==> src/rtl/irq_agg_pkg.sv <==
package irq_agg_pkg;
  localparam int REG_W  = 32;
  localparam int HALF_W = 16;
  localparam int BE_W   = REG_W / 8;

  function automatic logic [REG_W-1:0] lane_mask(input int n, input int ofs);
    logic [REG_W-1:0] m;
    m = '0;
    for (int b = 0; b < HALF_W; b++) begin
      if (b >= ofs && b < ofs + n) begin
        m[b]          = 1'b1;
        m[b + HALF_W] = 1'b1;
      end
    end
    return m;
  endfunction
endpackage

==> src/rtl/irq_agg_wdec.sv <==
module irq_agg_wdec
  import irq_agg_pkg::*;
#(
  parameter int N_SRC    = 7,
  parameter int LANE_OFS = 0
) (
  input  logic             req_i,
  input  logic             we_i,
  input  logic [BE_W-1:0]  be_i,
  input  logic [REG_W-1:0] wdata_i,
  output logic [N_SRC-1:0] en_we_o,
  output logic [N_SRC-1:0] en_wd_o,
  output logic [N_SRC-1:0] clr_o
);
  logic wr;
  assign wr = req_i & we_i;

  for (genvar i = 0; i < N_SRC; i++) begin : g_lane
    localparam int EB = LANE_OFS + i;
    localparam int PB = HALF_W + LANE_OFS + i;
    assign en_we_o[i] = wr & be_i[EB/8];
    assign en_wd_o[i] = wdata_i[EB];
    assign clr_o[i]   = wr & be_i[PB/8] & wdata_i[PB];
  end
endmodule

==> src/rtl/irq_agg_en_reg.sv <==
module irq_agg_en_reg #(
  parameter int N_SRC = 7
) (
  input  logic             clk_i,
  input  logic             rst_ni,
  input  logic [N_SRC-1:0] we_i,
  input  logic [N_SRC-1:0] wd_i,
  output logic [N_SRC-1:0] en_o
);
  for (genvar i = 0; i < N_SRC; i++) begin : g_bit
    always_ff @(posedge clk_i or negedge rst_ni) begin
      if (!rst_ni)    en_o[i] <= 1'b0;
      else if (we_i[i]) en_o[i] <= wd_i[i];
    end
  end
endmodule

==> src/rtl/irq_agg_pend_reg.sv <==
module irq_agg_pend_reg #(
  parameter int N_SRC = 7
) (
  input  logic             clk_i,
  input  logic             rst_ni,
  input  logic [N_SRC-1:0] src_i,
  input  logic [N_SRC-1:0] clr_i,
  output logic [N_SRC-1:0] pend_o
);
  for (genvar i = 0; i < N_SRC; i++) begin : g_bit
    // set dominates clear so no event is dropped
    always_ff @(posedge clk_i or negedge rst_ni) begin
      if (!rst_ni)       pend_o[i] <= 1'b0;
      else if (src_i[i]) pend_o[i] <= 1'b1;
      else if (clr_i[i]) pend_o[i] <= 1'b0;
    end
  end
endmodule

==> src/rtl/irq_agg_out.sv <==
module irq_agg_out #(
  parameter int N_SRC = 7
) (
  input  logic             clk_i,
  input  logic             rst_ni,
  input  logic [N_SRC-1:0] pend_i,
  input  logic [N_SRC-1:0] en_i,
  output logic             irq_o
);
  logic any_act;
  assign any_act = |(pend_i & en_i);

  always_ff @(posedge clk_i or negedge rst_ni) begin
    if (!rst_ni) irq_o <= 1'b0;
    else         irq_o <= any_act;
  end
endmodule

==> src/rtl/irq_agg_top.sv <==
module irq_agg_top
  import irq_agg_pkg::*;
#(
  parameter int N_SRC    = 7,
  parameter int LANE_OFS = 0
) (
  input  logic             clk_i,
  input  logic             rst_ni,
  input  logic             req_i,
  input  logic             we_i,
  input  logic [3:0]       be_i,
  input  logic [31:0]      wdata_i,
  output logic [31:0]      rdata_o,
  input  logic [N_SRC-1:0] src_i,
  output logic             irq_o
);
  localparam int PEND_LO = HALF_W + LANE_OFS;

  logic [N_SRC-1:0] en_we, en_wd, clr, en_q, pend_q;

  irq_agg_wdec #(.N_SRC(N_SRC), .LANE_OFS(LANE_OFS)) u_wdec (
    .req_i   (req_i),
    .we_i    (we_i),
    .be_i    (be_i),
    .wdata_i (wdata_i),
    .en_we_o (en_we),
    .en_wd_o (en_wd),
    .clr_o   (clr)
  );

  irq_agg_en_reg #(.N_SRC(N_SRC)) u_en (
    .clk_i  (clk_i),
    .rst_ni (rst_ni),
    .we_i   (en_we),
    .wd_i   (en_wd),
    .en_o   (en_q)
  );

  irq_agg_pend_reg #(.N_SRC(N_SRC)) u_pend (
    .clk_i  (clk_i),
    .rst_ni (rst_ni),
    .src_i  (src_i),
    .clr_i  (clr),
    .pend_o (pend_q)
  );

  irq_agg_out #(.N_SRC(N_SRC)) u_out (
    .clk_i  (clk_i),
    .rst_ni (rst_ni),
    .pend_i (pend_q),
    .en_i   (en_q),
    .irq_o  (irq_o)
  );

  always_comb begin
    rdata_o = '0;
    rdata_o[LANE_OFS +: N_SRC] = en_q;
    rdata_o[PEND_LO  +: N_SRC] = pend_q;
  end
endmodule

==> config.mk <==
export PLATFORM = sky130hd
export DESIGN_NAME = irq_agg_top
export DESIGN_NICKNAME = d
export VERILOG_FILES = /design/src/rtl/irq_agg_pkg.sv /design/src/rtl/irq_agg_wdec.sv /design/src/rtl/irq_agg_en_reg.sv /design/src/rtl/irq_agg_pend_reg.sv /design/src/rtl/irq_agg_out.sv /design/src/rtl/irq_agg_top.sv
export SDC_FILE = /design/constraint.sdc
export NUM_CORES = 1
export LEC_CHECK = 0
export ABC_AREA = 1
export CORE_MARGIN = 2
export CORE_UTILIZATION = 60
export CTS_CLUSTER_SIZE = 14
export DETAILED_ROUTE_END_ITERATION = 12
export DONT_BUFFER_PORTS = 1
export PLACE_DENSITY = 0.82
export SKIP_LAST_GASP = 1
export SYNTH_ARGS = -nofsm -noshare
export SYNTH_HDL_FRONTEND = slang
export SYNTH_HIERARCHICAL = 1
export SYNTH_SLANG_ARGS = --single-unit
==> constraint.sdc <==
create_clock -name clk_i -period 1.4 [get_ports clk_i]
set_input_delay 0 -clock clk_i [delete_from_list [all_inputs] [get_ports clk_i]]
set_output_delay 0 -clock clk_i [all_outputs]
set_load 0.01 [all_outputs]
==> flow_metrics.env <==
export IMPL_status="finished, final reports clean"
export IMPL_avgRoutedWirePerCell_um=10.5
export IMPL_fmax_mhz=806
export IMPL_drtIter0Drc=14
export IMPL_clock_sinks=15
export IMPL_p_switching_uw=284
export IMPL_cts_tree="built"
export IMPL_swShare_pct=30.1
export IMPL_power_frac_comb_pct=17.9
export IMPL_dp_hpwl_um=1110
export IMPL_design_portCount=80
export IMPL_cap_violations=0
export IMPL_portBuffers=0
export IMPL_setup_tns_final_ns=0
export IMPL_final_util_pct=70.8
export IMPL_drtPass1Iterations=4
export IMPL_clk_pin_slew_ns=0.09
export IMPL_initial_core_util_pct=63.7
export IMPL_fin_crit_sh_pct=88.6
export IMPL_drc=0
export IMPL_layout_commonest_cell="nand2_1"
export IMPL_crit_type="register to register"
export IMPL_p_int_uw=660
export IMPL_setup_violations=0
export IMPL_core_area_mm2=0.00149
export IMPL_arrival_ns=1.40
export IMPL_h_tree_depth=1
export IMPL_critPathLaunchType="register"
export IMPL_hold_viol=0
export IMPL_post_dp_cell_area_um2=807
export IMPL_grt_max_degree=16
export IMPL_p_clk_share_pct=25.6
export IMPL_path_max_fanout=3
export IMPL_vias=708
export IMPL_grt_overflow_total=0
export IMPL_gp_congestion=0.682
export IMPL_grt_pass1_wl_um=2880
export IMPL_grt_use_total_pct=20.4
export IMPL_netlist_instances=135
export IMPL_startpoint="u_pend/pend_o[2]"
export IMPL_ys_ff_latch=15
export IMPL_pwr_share_seq_pct=56.5
export IMPL_peakVddDrop_mv=0.646
export IMPL_via_per_inst=4.32
export IMPL_relSlewSlack_pct=55.3
export IMPL_rsz0062_at_grt="false"
export IMPL_worst_slew_pin_slew_ns=0.669
export IMPL_ys_types=7
export IMPL_rows=14
export IMPL_synth_area_per_cell_um2=7.03
export IMPL_clock_latency_ns=0.27
export IMPL_cts_inserted_buffers=3
export IMPL_area_growth_pct=11.1
export IMPL_drive_gt1_share_pct=3.38
export IMPL_grt_pass1_vias=732
export IMPL_ant_nets=0
export IMPL_worstReg2RegStart="u_pend/pend_o[2]"
export IMPL_pre_cts_ws_ns=0.558
export IMPL_diodes=0
export IMPL_totalWireLength_um=1720
export IMPL_post_cts_resize_count=0
export IMPL_final_nets=196
export IMPL_hold_path_startpoint="be_i[0]"
export IMPL_die_h_um=43.8
export IMPL_p_leak_nw=0.587
export IMPL_fin_crit_ns=1.24
export IMPL_fin_skew_ns=0.000832
export IMPL_ys_warn_count=6
export IMPL_crit_required_ns=1.56
export IMPL_powerDensity_mw_per_mm2=896
export IMPL_slew_violations=0
export IMPL_antenna_found_initial=0
export IMPL_syn_area_um2=948
export IMPL_postLayoutCellArea_mm2=0.00105
export IMPL_die_w_um=43.8
export IMPL_mostFrequentLayoutCells="nand2_1, inv_1, dlygate4sd3_1"
export IMPL_end_kind="register"
export IMPL_root_buffer="clkbuf_4"
export IMPL_cts_buffer_depth=2
export IMPL_die_area_mm2=0.00191
export IMPL_min_path_type="input pin to register"
export IMPL_synth_seq_area_share_pct=39.6
export IMPL_fin_ws_ns=0.159
[flip-flops by register name, summed over array words and instances (netlist names)]
name           cells
u_en/en_o          7
u_pend/pend_o      7
u_out/irq_o        1
[power groups by stage]
| stage | Clock (mW) | Sequential, mW | Combinational (mW) |
|---|---|---|---|
| 6_report | 0.241 | 0.533 | 0.169 |
| 5_1_grt | 0.263 | 0.540 | 0.198 |
| 4_1_cts | 0.252 | 0.534 | 0.168 |
| 3_5_place_dp | 0 | 0.544 | 0.115 |
| 3_3_place_gp | 0 | 0.541 | 0.112 |
| 2_1_floorplan | 0 | 0.533 | 0.159 |
[worst paths after layout]
check                      slack, ns  cells after the start               end
setup / recovery                0.16                      3  u_pend/pend_o[2]
hold / removal                  0.12                      5      u_en/en_o[5]
setup reg to reg                0.16                      3  u_pend/pend_o[2]
hold reg to reg                 0.56                      2      u_en/en_o[5]
max in group asynchronous       0.78                      1      u_en/en_o[2]
min in group asynchronous       0.19                      1  u_pend/pend_o[1]
[synth_stat cells]
master   instances  area share (%)
buf_4           31              25
conb_1           1            0.40
dfrtp_1         15              40
inv_1           30              12
nand2_1         47              19
nand3_2          1             1.1
nor2_1          10             4.0
[critical path, stage by stage, from the launching register on]
cell and delay [ns]:
dfrtp_1 0.43, nand2_1 0.10, nand2_1 0.05, dlygate4sd3_1 0.54
[routing by layer]
metal / global-route usage, % / routed length, um / part of all wire, %
met1: 21.8 / 687 / 40
met2: 37.6 / 877 / 51
met3: 5.42 / 146 / 8.5
met4: 7.88 / 8 / 0.47
met5: 0 / 0 / 0
[what timing repair did]
| item | CTS | global route |
|---|---|---|
| endpoints found under the hold margin | 29 | 0 |
| setup buffers | 0 | 0 |
| hold buffers | 22 | 0 |
[final cells by class]
class / count / area (um^2)
Inverter: 30 / 113
Sequential cell: 15 / 375
Multi-Input combinational cell: 76 / 292
Fill cell: 118 / 435
Timing Repair Buffer: 23 / 228
Tap cell: 16 / 20.0
Clock buffer: 4 / 26.3
[per-stage QoR]
step                hold slack, ns  total power, mW  std cells
global placement            -0.295            0.653        138
floorplan                   -0.296            0.692        152
detailed placement          -0.295            0.659        138
finish                       0.121            0.944        164
CTS                          0.112            0.954        164
global route                 0.147             1.00        164
[cell families after synthesis]
kind of cell,Yosys count,synth area share (%)
other cells,1,0.395
flops,15,39.6
simple gates,58,23.6
buf+inv,61,36.4
(Power assumes the default switching activity.)
